<file path="config.mk">
export PLATFORM = sky130hd
export DESIGN_NAME = mesi_line_ctrl
export DESIGN_NICKNAME = d
export VERILOG_FILES = /design/src/rtl/mesi_line_pkg.sv /design/src/rtl/mesi_snoop_resolve.sv /design/src/rtl/mesi_local_decode.sv /design/src/rtl/mesi_fill_resolve.sv /design/src/rtl/mesi_line_ctrl.sv
export SDC_FILE = /design/constraint.sdc
export NUM_CORES = 1
export LEC_CHECK = 0
export ABC_AREA = 1
export BUFFER_PORTS_ARGS = -buffer_cell sky130_fd_sc_hd__buf_2
export CORE_UTILIZATION = 45
export CTS_BUF_LIST = sky130_fd_sc_hd__clkbuf_16
export DETAILED_ROUTE_END_ITERATION = 12
export GPL_TIMING_DRIVEN = 1
export HOLD_SLACK_MARGIN = 0.06
export PLACE_DENSITY = 0.7
export SYNTH_ARGS = -nofsm -noshare
export SYNTH_HDL_FRONTEND = slang
export SYNTH_SLANG_ARGS = --single-unit
</file>
<file path="constraint.sdc">
create_clock -name clk -period 3.1 [get_ports clk]
set_input_delay 0.155 -clock clk [delete_from_list [all_inputs] [get_ports clk]]
set_output_delay 0.155 -clock clk [all_outputs]
set_load 0.01 [all_outputs]
</file>
<file path="src/rtl/mesi_line_pkg.sv">
package mesi_line_pkg;

    localparam int ST_W = 2;
    localparam int OP_W = 2;

    typedef enum logic [ST_W-1:0] {
        LN_I = 2'b00,
        LN_S = 2'b01,
        LN_E = 2'b10,
        LN_M = 2'b11
    } line_st_e;

    typedef enum logic [OP_W-1:0] {
        OP_NONE = 2'b00,
        OP_RD   = 2'b01,
        OP_RFO  = 2'b10,
        OP_INV  = 2'b11
    } bus_op_e;

    typedef enum logic [1:0] {
        PH_IDLE = 2'b00,
        PH_REQ  = 2'b01,
        PH_FILL = 2'b10
    } phase_e;

    typedef struct packed {
        line_st_e st;
        phase_e   ph;
        bus_op_e  op;
    } ctl_t;

    localparam ctl_t CTL_RESET = '{st: LN_I, ph: PH_IDLE, op: OP_NONE};

endpackage

</file>
<file path="src/rtl/mesi_snoop_resolve.sv">
module mesi_snoop_resolve
    import mesi_line_pkg::*;
(
    input  line_st_e st_in,
    input  logic     snp_rd,
    input  logic     snp_wr,
    output line_st_e st_out,
    output logic     wb_out,
    output logic     seen
);
    always_comb begin
        st_out = st_in;
        wb_out = 1'b0;
        seen   = snp_rd | snp_wr;
        if (snp_wr) begin
            // a remote writer takes ownership: every valid copy dies
            st_out = LN_I;
            wb_out = (st_in == LN_M);
        end else if (snp_rd) begin
            if (st_in == LN_M || st_in == LN_E) st_out = LN_S;
            wb_out = (st_in == LN_M);
        end
    end
endmodule

</file>
<file path="src/rtl/mesi_local_decode.sv">
module mesi_local_decode
    import mesi_line_pkg::*;
(
    input  line_st_e st_in,
    input  logic     lcl_rd,
    input  logic     lcl_wr,
    output logic     hit,
    output line_st_e st_hit,
    output bus_op_e  miss_op
);
    always_comb begin
        hit     = 1'b0;
        st_hit  = st_in;
        miss_op = OP_NONE;
        unique case (st_in)
            LN_M: hit = lcl_rd | lcl_wr;
            LN_E: begin
                hit = lcl_rd | lcl_wr;
                if (lcl_wr) st_hit = LN_M;
            end
            LN_S: begin
                if (lcl_wr)      miss_op = OP_INV;
                else if (lcl_rd) hit = 1'b1;
            end
            LN_I: begin
                if (lcl_wr)      miss_op = OP_RFO;
                else if (lcl_rd) miss_op = OP_RD;
            end
            default: ;
        endcase
    end
endmodule

</file>
<file path="src/rtl/mesi_fill_resolve.sv">
module mesi_fill_resolve
    import mesi_line_pkg::*;
(
    input  bus_op_e  op_in,
    input  logic     shared_in,
    output line_st_e st_fill
);
    always_comb begin
        if (op_in == OP_RD) st_fill = shared_in ? LN_S : LN_E;
        else                st_fill = LN_M;
    end
endmodule

</file>
<file path="src/rtl/mesi_line_ctrl.sv">
module mesi_line_ctrl
    import mesi_line_pkg::*;
(
    input  logic            clk,
    input  logic            rst_n,
    input  logic            lcl_rd,
    input  logic            lcl_wr,
    input  logic            snp_rd,
    input  logic            snp_wr,
    input  logic            snp_shared,
    input  logic            snp_dirty,
    input  logic            bus_gnt,
    input  logic            bus_done,
    output logic [ST_W-1:0] line_state,
    output logic            bus_req,
    output logic [OP_W-1:0] bus_op,
    output logic            wb_req,
    output logic            core_stall
);
    ctl_t ctl_d, ctl_q;

    line_st_e snp_st, hit_st, fill_st;
    logic     snp_wb, snp_seen, lcl_hit;
    bus_op_e  lcl_miss_op;

    mesi_snoop_resolve i_snoop (
        .st_in (ctl_q.st),
        .snp_rd(snp_rd),
        .snp_wr(snp_wr),
        .st_out(snp_st),
        .wb_out(snp_wb),
        .seen  (snp_seen)
    );

    mesi_local_decode i_local (
        .st_in  (ctl_q.st),
        .lcl_rd (lcl_rd),
        .lcl_wr (lcl_wr),
        .hit    (lcl_hit),
        .st_hit (hit_st),
        .miss_op(lcl_miss_op)
    );

    mesi_fill_resolve i_fill (
        .op_in    (ctl_q.op),
        .shared_in(snp_shared),
        .st_fill  (fill_st)
    );

    logic    stall_c, req_c;
    bus_op_e op_c;

    always_comb begin
        ctl_d   = ctl_q;
        stall_c = 1'b0;
        req_c   = 1'b0;
        op_c    = OP_NONE;
        unique case (ctl_q.ph)
            PH_IDLE: begin
                if (snp_seen) begin
                    ctl_d.st = snp_st;
                    stall_c  = lcl_rd | lcl_wr;
                end else if (lcl_hit) begin
                    ctl_d.st = hit_st;
                end else if (lcl_miss_op != OP_NONE) begin
                    ctl_d.ph = PH_REQ;
                    ctl_d.op = lcl_miss_op;
                    stall_c  = 1'b1;
                end
            end
            PH_REQ: begin
                stall_c = 1'b1;
                req_c   = 1'b1;
                op_c    = ctl_q.op;
                if (snp_wr && ctl_q.op == OP_INV) begin
                    ctl_d.st = LN_I;
                    ctl_d.op = OP_RFO;
                end else if (snp_seen) begin
                    ctl_d.st = snp_st;
                end else if (bus_gnt) begin
                    if (ctl_q.op == OP_INV) begin
                        ctl_d.st = LN_M;
                        ctl_d.ph = PH_IDLE;
                        ctl_d.op = OP_NONE;
                    end else begin
                        ctl_d.ph = PH_FILL;
                    end
                end
            end
            PH_FILL: begin
                stall_c = 1'b1;
                if (bus_done && !snp_dirty) begin
                    ctl_d.st = fill_st;
                    ctl_d.ph = PH_IDLE;
                    ctl_d.op = OP_NONE;
                end
            end
            default: ctl_d = CTL_RESET;
        endcase
    end

    always_ff @(posedge clk) begin
        if (!rst_n) ctl_q <= CTL_RESET;
        else        ctl_q <= ctl_d;
    end

    assign line_state = ctl_q.st;
    assign bus_req    = req_c;
    assign bus_op     = op_c;
    assign wb_req     = snp_wb;
    assign core_stall = stall_c;

    // write-back only ever leaves a dirty line
    p_wb_from_dirty_r8: assert property (@(posedge clk) disable iff (!rst_n)
        wb_req |-> (line_state == LN_M));

    // write-back and own bus request never coincide
    p_wb_excl_req_r12: assert property (@(posedge clk) disable iff (!rst_n)
        !(wb_req && bus_req));

    // invalidate is only requested for a Shared copy, under stall
    p_inv_from_shared_r4: assert property (@(posedge clk) disable iff (!rst_n)
        (bus_req && bus_op == OP_INV) |-> (line_state == LN_S && core_stall));

    // fills are only requested for an Invalid line
    p_fill_from_inv_r5: assert property (@(posedge clk) disable iff (!rst_n)
        (bus_req && (bus_op == OP_RD || bus_op == OP_RFO)) |-> (line_state == LN_I));

    // no fill completion while a dirty holder is writing back
    p_dirty_blocks_r7: assert property (@(posedge clk) disable iff (!rst_n)
        (line_state == LN_I && snp_dirty) |=> (line_state == LN_I));

    // snoops never revive an Invalid line
    p_snoop_inv_r9: assert property (@(posedge clk) disable iff (!rst_n)
        (line_state == LN_I && (snp_rd || snp_wr)) |=> (line_state == LN_I));

    // Modified is entered only after a local write
    p_m_needs_write_r3: assert property (@(posedge clk) disable iff (!rst_n)
        (line_state == LN_M && $past(line_state) != LN_M) |-> $past(lcl_wr));

endmodule

</file>
-- Word level (Yosys, flattened, before mapping)
Cells that the tools add are included.
- equality and inequality tests: 22
- muxes and demuxes: 38
- bitwise operators: 2
- reductions and logical operators: 12
- operators by type and width (cell ; number):
    2-bit 2-to-1 mux ; 19
    6-bit case mux with 3 select lines ; 1
    4-bit 2-to-1 mux ; 4
    2-bit != test (second input constant) ; 7
    7-bit AND reduction ; 2
    6-bit 2-to-1 mux ; 2
    1-bit 2-to-1 mux ; 9
    3-bit != test (second input constant) ; 3
    2-bit == test (second input constant) ; 4
    4-bit by 3-bit != test with 1-bit output (second input constant) ; 2
    2-bit by 1-bit == test with 1-bit output (second input constant) ; 3
    3-bit by 1-bit != test with 1-bit output (second input constant) ; 2
    6-bit AND reduction ; 1
    2-bit zero test ; 2
    1-bit case mux with 2 select lines ; 2
    2-bit case mux with 2 select lines ; 1
    2-bit OR reduction ; 2
    3-bit by 2-bit != test with 1-bit output (second input constant) ; 1
    1-bit logical AND ; 2
    1-bit OR ; 2
    2-bit nonzero test ; 1
    1-bit zero test ; 1
    1-bit logical OR ; 1
- register bits: 6
- input port bits: 10
- output and inout port bits: 7
- word-level logic and storage cells: 77

-- Logic depth before layout (Yosys ltp)
- depth after elaboration: 8
- depth in mapped cells: 10
- gate-level depth less buffers: 10

-- Modules after synthesis
A second synthesis with hierarchy kept.
- cell total of the unflattened synthesis: 128
- area total of the unflattened synthesis: 709.4 um^2
- modules (own cells, without submodules) (module ; instances ; cells each ; area an instance (um^2) ; sequential area each (um^2)):
    mesi_line_ctrl ; 1 ; 99 ; 583.1 ; 120.1
    mesi_local_decode ; 1 ; 16 ; 63.8 ; 0.0
    mesi_snoop_resolve ; 1 ; 9 ; 40.0 ; 0.0
    mesi_fill_resolve ; 1 ; 4 ; 22.5 ; 0.0

-- Worst setup path before layout
Ideal clock, no wire load.
- path type: flip-flop to flip-flop
- start point: register ctl_q[3] (netlist bit)
- end point: register ctl_q[2] (netlist bit)
- arrival time: 1.234 ns
- setup slack: 1.749 ns
- stages on the path, launching flop included: 9
- path through: dfxtp_1 inv_1 ha_1 o21ai_1 nand2_1 nor2_2 inv_2 o21ai_0 nor2_1
- cells in the longest elaborated chain, start to end: 3
- elaborated cells on any way between the ends: 12
- classes of those cells: eq/ne (9); mux (1); reduce/logical (2)
- ends and longest elaborated chain (element ; RTL line ; text):
    start: declaration ; mesi_line_ctrl.sv:20 ; ctl_t ctl_d, ctl_q;
    start signal: assignment ; mesi_line_ctrl.sv:104 ; else ctl_q <= ctl_d;
    2-bit by 1-bit == test with 1-bit output (tied with other cells) ; mesi_line_ctrl.sv:58 ; unique case (ctl_q.ph)
    2-bit != test (no source line) ; -- ;
    7-bit AND reduction (no source line) ; -- ;
Several ways; a longest one is shown, not always the timed one.
A chain may end at the register's enable or synchronous reset.

-- Worst setup path after layout
- start point: register ctl_q[2] (netlist bit)
- end point: output port core_stall
- cells in the longest elaborated chain, start to end: 3
- elaborated cells on any way between the ends: 5
- classes of those cells: eq/ne (2); mux (1); reduce/logical (2)
- ends and longest elaborated chain (element ; RTL line ; text):
    2-bit == test or 2-bit by 1-bit == test with 1-bit output (tied branches) ; mesi_line_ctrl.sv:58 ;
    2-bit OR reduction (no source line) ; -- ;
    1-bit case mux with 2 select lines * ; mesi_line_ctrl.sv:58 ;
    end: declaration ; mesi_line_ctrl.sv:18 ; output logic core_stall
Mark *: on every way between the ends. The rest lies on a longest branch, timed or not.

==> results.sh <==
export IMPL_synth_area_um2=632
export IMPL_drive_gt1_share_pct=24.0
export IMPL_synth_async_reset_ratio_pct=0
export IMPL_numCtsBuffers=3
export IMPL_path_class="flip-flop to output pin"
export IMPL_syn_num_nets=126
export IMPL_synthCells=112
export IMPL_whs_ns=0.216
export IMPL_diodes=0
export IMPL_grt_overflow=0
export IMPL_post_route_drc_count=0
export IMPL_tns_ns=0
export IMPL_die_x_um=39.5
export IMPL_synth_top_cell_area_share_pct=19.0
export IMPL_yosys_area_top_type="dfxtp_1"
export IMPL_synth_area_leaders="dfxtp_1, nand2_1, inv_1"
export IMPL_drtIter0Drc=18
export IMPL_cts_hold_buffers=0
export IMPL_viasPerCell=4.88
export IMPL_wl_per_cell_um=10.8
export IMPL_synth_edf_count=0
export IMPL_rsz0062_at_grt="no"
export IMPL_io_buffers=16
export IMPL_end_kind="output pin"
export IMPL_min_period_ns=1.71
export IMPL_skew_ns=0.00221
export IMPL_track_usage_pct=23.1
export IMPL_fmax_ghz=0.585
export IMPL_grt_util_met3_pct=5.11
export IMPL_die_height_um=39.5
export IMPL_clk_pin_slew_ns=0.03
export IMPL_cts_buffer_depth=2
export IMPL_power_density_nw_per_um2=1150
export IMPL_hold_viol=0
export IMPL_max_cap_violations=0
export IMPL_timing_final_max_slew_violations=0
export IMPL_core_area_um2=1300
export IMPL_synth_main_ff_cell="dfxtp_1"
export IMPL_use_met2_pct=38.1
export IMPL_routed_via_count=703
export IMPL_critPathRequiredTime_ns=2.94
export IMPL_arrival_ns=1.55
export IMPL_outcome="finished, final reports clean"
export IMPL_worst_pin_slew_ns=0.224
export IMPL_ys_ff_latch=6
export IMPL_cts_root_buffer="clkbuf_16"
export IMPL_post_dp_cell_area_um2=716
export IMPL_synth_most_common_cell="nand2_1"
export IMPL_finalSetupViolations=0
export IMPL_fp_dieArea_um2=1560
export IMPL_critPathMaxFanout=6
export IMPL_clock_sinks=6
export IMPL_grt_util_met1_pct=28.6
export IMPL_htreeDepth=1
export IMPL_ant_nets=0
export IMPL_top_usage_layer="met2"
export IMPL_power_leakage_nw=0.466
export IMPL_grt_pass1_vias=618
export IMPL_grt_pass1_wl_um=2430
export IMPL_postCtsSetupBuffers=0
export IMPL_post_cts_resize_count=0
export IMPL_drt_total_wl_um=1560
export IMPL_vdd_ir_drop_worst_mv=0.571
export IMPL_firstDrtPassIters=4
export IMPL_min_path_type="primary input to flip-flop"
export IMPL_synth_cell_types=18
export IMPL_cts_tree="yes"
export IMPL_synth_area_per_cell_um2=5.64
export IMPL_synth_commonest_cells="nand2_1, inv_1, nor2_1, dfxtp_1"
export IMPL_holdPathStages=3
export IMPL_start_util_pct=48.6
export IMPL_ioPinCount=17
export IMPL_grt_max_degree=9
export IMPL_gp_congestion=0.926
export IMPL_clock_latency_ns=0.23
export IMPL_worst_r2r_cell_count=8
export IMPL_syn2layout_area_growth_pct=25.1
export IMPL_yosysSeqAreaShare_pct=19.0
export IMPL_hpwlAfterDp_um=1250
export IMPL_slew_headroom_pct=84.9
export IMPL_fin_crit_sh_pct=55.1
export IMPL_fin_area_um2=791
export IMPL_rows=13
export IMPL_yosys_warnings=0
export IMPL_antenna_found_initial=0
export IMPL_final_nets=145
export IMPL_start_kind="flip-flop"
## layout make-up
cell class | count | area, um^2
fill | 123 | 510
multi-input combinational | 82 | 414
sequential | 6 | 120
inverter | 22 | 82.6
timing repair buffer | 16 | 80.1
clock buffer | 3 | 75.1
tap | 15 | 18.8
## cell usage in the layout, fill, tap and decap left out, types with 4 or more instances in the layout
| cell type | n |
|---|---|
| nor2_2 | 4 |
| nor2_1 | 19 |
| dfxtp_1 | 6 |
| o21ai_0 | 4 |
| a21oi_1 | 5 |
| ha_1 | 4 |
| buf_2 | 16 |
| nand3_1 | 5 |
| inv_1 | 20 |
| nand2_1 | 30 |
## metrics by stage
step | util (%) | setup slack (ns) | cells | total power, W
3_3_place_gp | 55.0 | 1.64 | 141 | 0.000687
5_1_grt | 60.8 | 1.26 | 144 | 0.000987
3_5_place_dp | 55.0 | 1.63 | 141 | 0.000689
6_report | 60.8 | 1.39 | 144 | 0.000907
2_1_floorplan | - | 1.75 | 112 | 0.000575
4_1_cts | 60.8 | 1.39 | 144 | 0.000910
## worst max-delay path: stages (launching register included)
cell and delay, ns:
dfxtp_1 0.33, inv_1 0.09, ha_1 0.28, inv_1 0.10
nor2_2 0.18, nand2_1 0.07, a21oi_1 0.13, buf_2 0.14
## logic make-up after synthesis
logic type,count (synthesis),share of synthesized area (%)
adder cells (fa/ha/maj),4,7.92
AO/OA/AOI/OAI,12,11.7
flip-flops,6,19.0
buffers and inverters,24,15.4
AND/OR/NAND/NOR,66,45.9
## layer usage
layer  vias to the layer above  share of wire [%]
met5                         -                  0
met4                         0                1.3
met3                         2                6.4
met2                        23                 48
met1                       308                 44
li1                        370                  -
## worst paths after layout
check                        start  slack [ns]                     to
max          ctl_q[2]$_SDFFE_PN0P_        1.39             core_stall
min                          rst_n        0.22  ctl_q[1]$_SDFFE_PN0P_
max reg2reg  ctl_q[2]$_SDFFE_PN0P_        1.65  ctl_q[0]$_SDFFE_PN0P_
min reg2reg  ctl_q[3]$_SDFFE_PN0P_        0.51  ctl_q[3]$_SDFFE_PN0P_
## state kept, by name, indices dropped and copies added, names as in the netlist
register	cells
ctl_q	4
line_state	2
## power breakdown
part | internal (W) | total (W) | switching [W]
Sequential | 0.000116 | 0.000159 | 0.0000424
Clock | 0.000165 | 0.000208 | 0.0000423
Combinational | 0.000203 | 0.000541 | 0.000338
Total | 0.000484 | 0.000907 | 0.000423
Note: power is estimated with default switching activity, not from simulation.
